==> config.mk <==
export PLATFORM = sky130hd
export DESIGN_NAME = ring_copy_engine
export DESIGN_NICKNAME = d
export VERILOG_FILES = /design/src/rtl/rce_pkg.sv /design/src/rtl/rce_ring_ptr.sv /design/src/rtl/rce_sqe_decode.sv /design/src/rtl/rce_cqe_format.sv /design/src/rtl/ring_copy_engine.sv
export SDC_FILE = /design/constraint.sdc
export NUM_CORES = 1
export LEC_CHECK = 0
export BUFFER_PORTS_ARGS = -buffer_cell sky130_fd_sc_hd__buf_2
export CAP_MARGIN = 15
export CORE_MARGIN = 3
export CORE_UTILIZATION = 54
export CTS_CLUSTER_DIAMETER = 120
export DETAILED_ROUTE_END_ITERATION = 10
export MAX_ROUTING_LAYER = met4
export PLACE_DENSITY_LB_ADDON = 0.12
export SKIP_LAST_GASP = 1
export SLEW_MARGIN = 20
export SYNTH_ARGS = -nofsm -noshare
export SYNTH_HDL_FRONTEND = slang
export SYNTH_HIERARCHICAL = 1
export SYNTH_SLANG_ARGS = --single-unit
==> constraint.sdc <==
create_clock -name clk -period 2.6 [get_ports clk]
set_clock_uncertainty 0.05 [all_clocks]
set_input_delay 0.26 -clock clk [delete_from_list [all_inputs] [get_ports clk]]
set_output_delay 0.26 -clock clk [all_outputs]
set_load 0.01 [all_outputs]
==> src/rtl/rce_pkg.sv <==
package rce_pkg;
  localparam int WORD_W = 32;
  localparam int SQE_WORDS = 8;
  localparam int SQE_SHIFT = 5;
  localparam int CQE_SHIFT = 4;
  localparam int STAT_W = 15;
  localparam int NWORD_W = 31;

  localparam logic [3:0] OP_COPY = 4'h4;

  localparam logic [STAT_W-1:0] STAT_OK       = 15'd0;
  localparam logic [STAT_W-1:0] STAT_BAD_OP   = 15'd1;
  localparam logic [STAT_W-1:0] STAT_ZERO_LEN = 15'd2;

  typedef enum logic [2:0] {
    S_IDLE, S_FETCH, S_CHECK, S_CRD, S_CWR, S_CPL, S_ADV
  } eng_state_t;
endpackage

==> src/rtl/rce_ring_ptr.sv <==
module rce_ring_ptr #(
  parameter int PW = 16
) (
  input  logic          clk,
  input  logic          rst,
  input  logic          step,
  input  logic [PW-1:0] depth,
  output logic [PW-1:0] ptr,
  output logic [PW-1:0] nxt,
  output logic          phase
);
  always_comb nxt = (ptr == depth - PW'(1)) ? '0 : ptr + PW'(1);

  always_ff @(posedge clk) begin
    if (rst) begin
      ptr   <= '0;
      phase <= 1'b1;
    end else if (step) begin
      ptr <= nxt;
      if (nxt == '0) phase <= ~phase;
    end
  end

  assert_in_range_R6: assert property (@(posedge clk) disable iff (rst)
    (depth != '0) |-> (ptr < depth));
endmodule

==> src/rtl/rce_sqe_decode.sv <==
module rce_sqe_decode
  import rce_pkg::*;
(
  input  logic [3:0]        opcode,
  input  logic              ien_bit,
  input  logic [31:0]       len,
  output logic              ien,
  output logic [STAT_W-1:0] status,
  output logic [NWORD_W-1:0] nwords
);
  always_comb begin
    ien    = ien_bit;
    nwords = NWORD_W'(len[31:2]) + NWORD_W'(|len[1:0]);
    if (opcode != OP_COPY)   status = STAT_BAD_OP;
    else if (len == 32'd0)   status = STAT_ZERO_LEN;
    else                     status = STAT_OK;
  end
endmodule

==> src/rtl/rce_cqe_format.sv <==
module rce_cqe_format
  import rce_pkg::*;
#(
  parameter int PW = 16
) (
  input  logic [1:0]        sel,
  input  logic [PW-1:0]     head,
  input  logic              phase,
  input  logic [STAT_W-1:0] status,
  output logic [WORD_W-1:0] word
);
  always_comb begin
    case (sel)
      2'd2:    word = {16'h0, 16'(head)};
      2'd3:    word = {status, phase, 16'h0};
      default: word = '0;
    endcase
  end
endmodule

==> src/rtl/ring_copy_engine.sv <==
module ring_copy_engine
  import rce_pkg::*;
#(
  parameter int AW = 32,
  parameter int PW = 16
) (
  input  logic          clk,
  input  logic          rst,
  input  logic          go,
  input  logic          pause,
  input  logic [AW-1:0] sq_base,
  input  logic [PW-1:0] sq_tail,
  input  logic [AW-1:0] cq_base,
  input  logic [PW-1:0] depth,
  output logic          rd_req,
  output logic [AW-1:0] rd_addr,
  input  logic          rd_ack,
  input  logic [31:0]   rd_data,
  output logic          wr_req,
  output logic [AW-1:0] wr_addr,
  output logic [31:0]   wr_data,
  input  logic          wr_ack,
  output logic [PW-1:0] sq_head,
  output logic [PW-1:0] cq_tail,
  output logic          irq
);
  localparam int WIDX_W = $clog2(SQE_WORDS);

  eng_state_t            st;
  logic [WIDX_W-1:0]     widx;
  logic [WORD_W-1:0]     desc_q [SQE_WORDS];
  logic [WORD_W-1:0]     cpy_word;
  logic [AW-1:0]         src_cur, dst_cur;
  logic [NWORD_W-1:0]    wleft;
  logic                  step;
  logic [PW-1:0]         head_nxt, tail_nxt;
  logic                  sq_phase, cq_phase;
  logic                  dec_ien;
  logic [STAT_W-1:0]     dec_status;
  logic [NWORD_W-1:0]    dec_nwords;
  logic [WORD_W-1:0]     cqe_word;
  logic [AW-1:0]         ent_addr, cqe_addr;
  logic [63:0]           src64, dst64;
  logic                  unused_bits;

  assign step     = (st == S_ADV);
  assign ent_addr = sq_base + (AW'(sq_head) << SQE_SHIFT);
  assign cqe_addr = cq_base + (AW'(cq_tail) << CQE_SHIFT);
  assign src64    = {desc_q[5], desc_q[4]};
  assign dst64    = {desc_q[7], desc_q[6]};
  assign unused_bits = ^{desc_q[0], desc_q[1], desc_q[2], src64, dst64, sq_phase, head_nxt, tail_nxt};

  rce_ring_ptr #(.PW(PW)) u_sq_ptr (
    .clk(clk), .rst(rst), .step(step), .depth(depth),
    .ptr(sq_head), .nxt(head_nxt), .phase(sq_phase));

  rce_ring_ptr #(.PW(PW)) u_cq_ptr (
    .clk(clk), .rst(rst), .step(step), .depth(depth),
    .ptr(cq_tail), .nxt(tail_nxt), .phase(cq_phase));

  rce_sqe_decode u_dec (
    .opcode(desc_q[0][3:0]), .ien_bit(desc_q[0][8]), .len(desc_q[3]),
    .ien(dec_ien), .status(dec_status), .nwords(dec_nwords));

  rce_cqe_format #(.PW(PW)) u_fmt (
    .sel(widx[1:0]), .head(head_nxt), .phase(cq_phase),
    .status(dec_status), .word(cqe_word));

  always_ff @(posedge clk) begin
    if (rst) begin
      st       <= S_IDLE;
      widx     <= '0;
      rd_req   <= 1'b0;
      rd_addr  <= '0;
      wr_req   <= 1'b0;
      wr_addr  <= '0;
      wr_data  <= '0;
      irq      <= 1'b0;
      cpy_word <= '0;
      src_cur  <= '0;
      dst_cur  <= '0;
      wleft    <= '0;
      for (int i = 0; i < SQE_WORDS; i++) desc_q[i] <= '0;
    end else begin
      irq <= 1'b0;
      case (st)
        S_IDLE: begin
          if (go && !pause && (sq_head != sq_tail)) begin
            st   <= S_FETCH;
            widx <= '0;
          end
        end
        S_FETCH: begin
          if (!rd_req) begin
            rd_req  <= 1'b1;
            rd_addr <= ent_addr + AW'({widx, 2'b00});
          end else if (rd_ack) begin
            rd_req       <= 1'b0;
            desc_q[widx] <= rd_data;
            if (widx == WIDX_W'(SQE_WORDS - 1)) st <= S_CHECK;
            else widx <= widx + WIDX_W'(1);
          end
        end
        S_CHECK: begin
          widx <= '0;
          if (dec_status != STAT_OK) begin
            st <= S_CPL;
          end else begin
            src_cur <= src64[AW-1:0];
            dst_cur <= dst64[AW-1:0];
            wleft   <= dec_nwords;
            st      <= S_CRD;
          end
        end
        S_CRD: begin
          if (!rd_req) begin
            rd_req  <= 1'b1;
            rd_addr <= src_cur;
          end else if (rd_ack) begin
            rd_req   <= 1'b0;
            cpy_word <= rd_data;
            st       <= S_CWR;
          end
        end
        S_CWR: begin
          if (!wr_req) begin
            wr_req  <= 1'b1;
            wr_addr <= dst_cur;
            wr_data <= cpy_word;
          end else if (wr_ack) begin
            wr_req  <= 1'b0;
            src_cur <= src_cur + AW'(4);
            dst_cur <= dst_cur + AW'(4);
            wleft   <= wleft - NWORD_W'(1);
            st      <= (wleft == NWORD_W'(1)) ? S_CPL : S_CRD;
          end
        end
        S_CPL: begin
          if (!wr_req) begin
            wr_req  <= 1'b1;
            wr_addr <= cqe_addr + AW'({widx[1:0], 2'b00});
            wr_data <= cqe_word;
          end else if (wr_ack) begin
            wr_req <= 1'b0;
            if (widx[1:0] == 2'd3) st <= S_ADV;
            else widx <= widx + WIDX_W'(1);
          end
        end
        S_ADV: begin
          irq <= dec_ien;
          st  <= S_IDLE;
        end
        default: st <= S_IDLE;
      endcase
    end
  end

  assert_port_excl_R11: assert property (@(posedge clk) disable iff (rst)
    !(rd_req && wr_req));
  assert_rd_hold_R11: assert property (@(posedge clk) disable iff (rst)
    (rd_req && !rd_ack) |=> (rd_req && $stable(rd_addr)));
  assert_wr_hold_R11: assert property (@(posedge clk) disable iff (rst)
    (wr_req && !wr_ack) |=> (wr_req && $stable(wr_addr) && $stable(wr_data)));
  assert_irq_pulse_R8: assert property (@(posedge clk) disable iff (rst)
    irq |=> !irq);
  assert_lockstep_R6: assert property (@(posedge clk) disable iff (rst)
    (sq_head != $past(sq_head)) |-> (cq_tail != $past(cq_tail)));
  assert_pause_hold_R9: assert property (@(posedge clk) disable iff (rst)
    (st == S_IDLE && pause) |=> (st == S_IDLE));
  assert_no_fetch_when_off_R2: assert property (@(posedge clk) disable iff (rst)
    (st == S_IDLE && !go) |=> !rd_req);
endmodule

# Word level (Yosys, flattened, before mapping)
# Memory sizes are Yosys's and may differ from the RTL's.
# Cells that the tools add are included.
# classes
div_mod_pow	0
n_reduce_logical	23
n_mul	0
muxes	62
shift	0
n_eq_ne	32
addsub	12
magnitude_cmp	0
bitwise_logic	2
# op_table
operator	count
$mux W32	13
$pmux W32 S2	6
$mux W31	3
$add A32 B3 Y32 const B	2
$mux W3	21
$pmux W31 S2	1
$ne A2 B2 Y1 const B	18
$add A16 B1 Y16 const B	2
$add A32 B20 Y32	1
$add A32 B21 Y32	1
$add A32 B4 Y32	1
$add A32 B5 Y32	1
$eq A16 B16 Y1	2
$logic_not A32 Y1	1
$mux W16	2
$reduce_or A32 Y1	1
$add A30 B1 Y31	1
$eq A31 B1 Y1 const B	1
$sub A31 B1 Y31 const B	1
$pmux W3 S6	1
$logic_not A16 Y1	1
$ne A16 B16 Y1	1
$sub A16 B1 Y16 const B	1
$mux W15	1
22 further kinds	47
# word_totals
output_inout_bits	131
romBits	0
in_bits	134
mem_count	1
wordCells	147
register_bits	265
mem_bits_rw	256
latchBits	0
# memory_table
name	depth	width	rd	rd_clocked_by_memory_dff	wr	line	text
desc_q	8	32	4	0	8	ring_copy_engine.sv:31	logic [WORD_W-1:0] desc_q [SQE_WORDS];

# Longest topological paths before layout
# depth
ltp_word	7
ltp_mapped	13
depth_no_buf	12

# Cells and area by module
# Netlist, hierarchy kept.
# by_module_without_submodules
mod	area_each_um2	n_inst	cells_each	seq_area_each_um2
ring_copy_engine	17646.9	1	2137	7677.4
rce_ring_ptr	1998.2	2	262	340.3
rce_sqe_decode	820.8	1	116	0.0
rce_cqe_format	270.3	1	38	0.0

# Worst setup path before layout
# No wires, ideal clock.
# synth_path
path_type	register -> register
start	memory desc_q[0][1]
end	register dst_cur[4]
setup_time_ns	0.128
arrival_time_ns	2.541
required_ns	2.422
period_less_slack_ns	2.718
path_buffers	2
slack_ns	-0.118
stages_incl_launch_ff	13
cell_sequence	edfxtp_1 > or4b_2 > nor3_1 > and4_1 > nor4_1 > nand4_1 > nor2_1 > nor2_1 > clkbuf_1 > clkbuf_1 > nor2_1 > a21oi_1 > nor2_1
# synth_lines
item	line	text
start: declaration	ring_copy_engine.sv:31	
end signal: assignment	ring_copy_engine.sv:110	dst_cur <= dst64[AW-1:0];
end signal: assignment	ring_copy_engine.sv:133	dst_cur <= dst_cur + AW'(4);
end: declaration	ring_copy_engine.sv:33	logic [AW-1:0] src_cur, dst_cur;

==> results.rst <==
.. list-table::
   :header-rows: 1

   * - Metric
     - Value
   * - Inserted Clock Buffers
     - just over 40
   * - Antenna-violating nets left
     - 0
   * - Worst slew pin tran
     - about 700 ps
   * - Critical Path Fanout Max
     - 7
   * - Die Footprint
     - between 40000 and 50000 µm²
   * - Fmax
     - 356 MHz
   * - Capturing point of the worst reg2reg path
     - src_cur[16]
   * - Global placer's final weighted congestion
     - between 1 and 1.5
   * - Arrival time of data at the critical path endpoint
     - roughly 3200 ps
   * - Area of the core
     - a little over 40000 µm²
   * - Final critical-path share of the clock period
     - 108%
   * - Total buffers and inverters traversed by the critical path
     - 4
   * - Worst reg2reg path startpoint
     - desc_q[0][0]
   * - Setup slack of the most critical reg-to-reg path
     - -210 ps
   * - Max incr delay on CP
     - between 500 and 600 ps
   * - Vias/cell
     - between 6 and 7
   * - DP HPWL
     - around 64 mm
   * - Reg2reg path depth
     - 14
   * - Clk root buf
     - sky130_fd_sc_hd__clkbuf_16
   * - Startpoint of the tightest hold check path
     - rd_data[17]
   * - Area growth from synthesis to layout
     - 32.0%
   * - Element type at the critical path end
     - flop
   * - Initial core utilization
     - roughly 55%
   * - Data required time of the worst path
     - just under 3000 ps
   * - Leakage power figure
     - 11.6 nW
   * - Max-capacitance violation count
     - 0
   * - Cell Pwr Density
     - around 600 nW/µm²
   * - Wirelength per Cell
     - 23.7 µm
   * - Number of cell rows
     - between 70 and 80
   * - Critical path, cell by cell
     - or4b_4 > nor3_2 > and4_1 > nor4_2 > nand4_1 > buf_4 > nor2_4 > nor2_4 > buf_12 > buf_12 > buf_12 > nor2_1 > o22ai_1 > nor2_1
   * - Number of I/O pins
     - 265
   * - Worst max-slew margin expressed relative to the limit
     - between 50 and 60%
   * - Critical Path Source Type
     - flop
   * - Final hold viol count
     - 0
   * - Share of final-layout standard cells stronger than drive strength 1
     - a little over a quarter
   * - Number of antenna violations at the first check in global routing
     - 6
   * - Crit-path leading delay family
     - simple AND/OR/NAND/NOR gates
   * - Maximum number of pins on one net before global-route repair
     - between 100 and 150
   * - Buffers on Ports
     - approximately 260
   * - Worst hold path cell count
     - 3
   * - Vias in the first global route
     - about 22k
   * - Hold-critical path endpoint
     - cpy_word[17]
   * - Vias
     - between 20k and 25k
   * - Total overflow reported by the global router
     - 0
   * - Violated checks
     - negative setup slack
   * - Ys Warns
     - 6
   * - Insertion delay to the later sink of the worst-skew pair
     - between 500 and 600 ps
   * - First-pass iteration count of the detailed router
     - 6
   * - Post-synthesis instance total
     - between 2k and 3k
   * - Clock-pin slew on the worst setup and hold paths
     - about 70 ps
   * - Number of cells after detailed placement
     - approximately 3.6k
   * - Final count of negative-setup-slack endpoints
     - between 90 and 100
   * - Clock tree from TritonCTS
     - built
   * - Final instance count without filler cells
     - between 3k and 4k
   * - Iter 0 DRT Violations
     - between 3k and 4k
   * - Overall die height
     - roughly 210 µm
   * - Largest vdd supply drop
     - between 0.0005 and 0.0006 V
   * - Final Max Slew Viols
     - 0
   * - Netlist Area Pre-Place
     - around 22000 µm²
   * - Tmin final
     - 2810 ps
   * - Global-route total usage across every layer
     - approximately 40%
   * - Most frequent cell on the critical path
     - sky130_fd_sc_hd__buf_12
   * - Clock sinks
     - roughly 370
   * - Hold/Removal Path Class
     - input pin to flop
   * - Number of H-tree levels
     - 2
   * - Syn Area/Cell
     - 8.12 µm²
   * - Setup slack at placement
     - -671 ps
   * - Setup repair after global routing missed its margin
     - true
   * - Largest buffer count on any clock path
     - 3
   * - Hold_ws
     - 14.3 ps
   * - Post-Route WL
     - between 90 and 100 mm
   * - Outcome
     - finished, violations left
   * - Critical-path cell with the highest stage delay
     - sky130_fd_sc_hd__or4b_4
   * - Number of nets in the final layout
     - between 3k and 4k
   * - Crit Path Category
     - flop to flop
   * - Setup WS post-layout
     - -209 ps
   * - Drc violations
     - 0
   * - Die Width
     - 209 µm
   * - First-pass GRT wire length
     - roughly 130 mm
[per-stage QoR]
stage | utilization, % | setup TNS [ps] | total power, mW | cell area [µm²]
3_3_place_gp | 64.4 | -18280 | 11.0 | 25900
4_1_cts | 71.1 | -5930 | 17.4 | 28700
6_report | 73.2 | -10500 | 17.7 | 29500
5_1_grt | 73.2 | -16410 | 18.3 | 29500
3_5_place_dp | 64.4 | -27080 | 11.1 | 25900
2_1_floorplan | - | 0 | 9.24 | 22400
[worst max path at each step]
stage	cells past startpoint	startpoint	slack [ps]	end
after detailed placement	11	sq_base[2]	-670	rd_addr[11]
after global placement	11	sq_base[2]	-510	rd_addr[11]
after CTS	13	desc_q[0][0]	-130	wleft[7]
after global routing	13	desc_q[0][2]	-260	src_cur[28]
after floorplan	9	desc_q[0][1]	2	dst_cur[31]
final	14	desc_q[0][0]	-210	src_cur[16]
[registers in the layout (all words and copies together) (netlist names)]
name            flops
cpy_word           32
desc_q            101
dst_cur            32
irq                 1
rd_addr            32
rd_req              1
src_cur            32
st                  3
u_cq_ptr/phase      1
u_cq_ptr/ptr       16
u_sq_ptr/ptr       16
widx                3
wleft              31
wr_addr            32
wr_data            32
wr_req              1
[report_power, final]
group          internal, mW  total, mW  switching [mW]
Combinational          1.72       4.72            3.00
Sequential             6.36       6.76           0.400
Clock                  3.67       6.21            2.54
Total                  11.7       17.7            5.94
[cell type report]
type / instances / area, µm²
Inverter: 33 / 124
Multi-Input combinational cell: 2160 / 14000
Antenna cell: 9 / 22.5
Fill cell: 3004 / 10800
Tap cell: 525 / 657
Clock buffer: 48 / 1100
Timing Repair Buffer: 638 / 4900
Sequential cell: 366 / 8360
Clock inverter: 27 / 330
[per-layer routing]
layer / part of all wire [%] / up-vias / GRT usage [%]
li1: - / 10976 / -
met1: 39 / 11607 / 52.6
met2: 46 / 1531 / 60.7
met3: 10 / 302 / 5.44
met4: 5.2 / 0 / 16.6
met5: 0 / - / -
[worst min-delay path: cells and delay by family]
family,cells,cell delay [ps]
buf+inv,1,180
simple gates,1,80
compound gates,1,50
[repair_timing]
item / 4_1_cts / 5_1_grt
gates cloned: 14 / 5
endpoints found under the hold margin: 41 / 0
buffers inserted: 21 / 18
hold buffers: 41 / 0
pin swaps: 41 / 55
gates resized for setup: 95 / 158
endpoints found under the setup margin: 120 / 141
[layout by cell type (no fill, tap or decap), types with 41 or more instances in the layout]
cell and instances:
sky130_fd_sc_hd__nand2_1 384, sky130_fd_sc_hd__buf_4 277, sky130_fd_sc_hd__buf_2 263, sky130_fd_sc_hd__dfxtp_1 254, sky130_fd_sc_hd__nor2_1 219, sky130_fd_sc_hd__a21oi_1 179
sky130_fd_sc_hd__and2_1 114, sky130_fd_sc_hd__o21ai_0 113, sky130_fd_sc_hd__edfxtp_1 101, sky130_fd_sc_hd__xnor2_1 88, sky130_fd_sc_hd__nand3_1 83, sky130_fd_sc_hd__xor2_1 74
sky130_fd_sc_hd__nor3_1 68, sky130_fd_sc_hd__nand4_1 57, sky130_fd_sc_hd__and3_1 49, sky130_fd_sc_hd__ha_1 49, sky130_fd_sc_hd__clkbuf_16 47, sky130_fd_sc_hd__a311oi_1 41
sky130_fd_sc_hd__dlygate4sd3_1 41
Power figures use the tool's default switching activity.
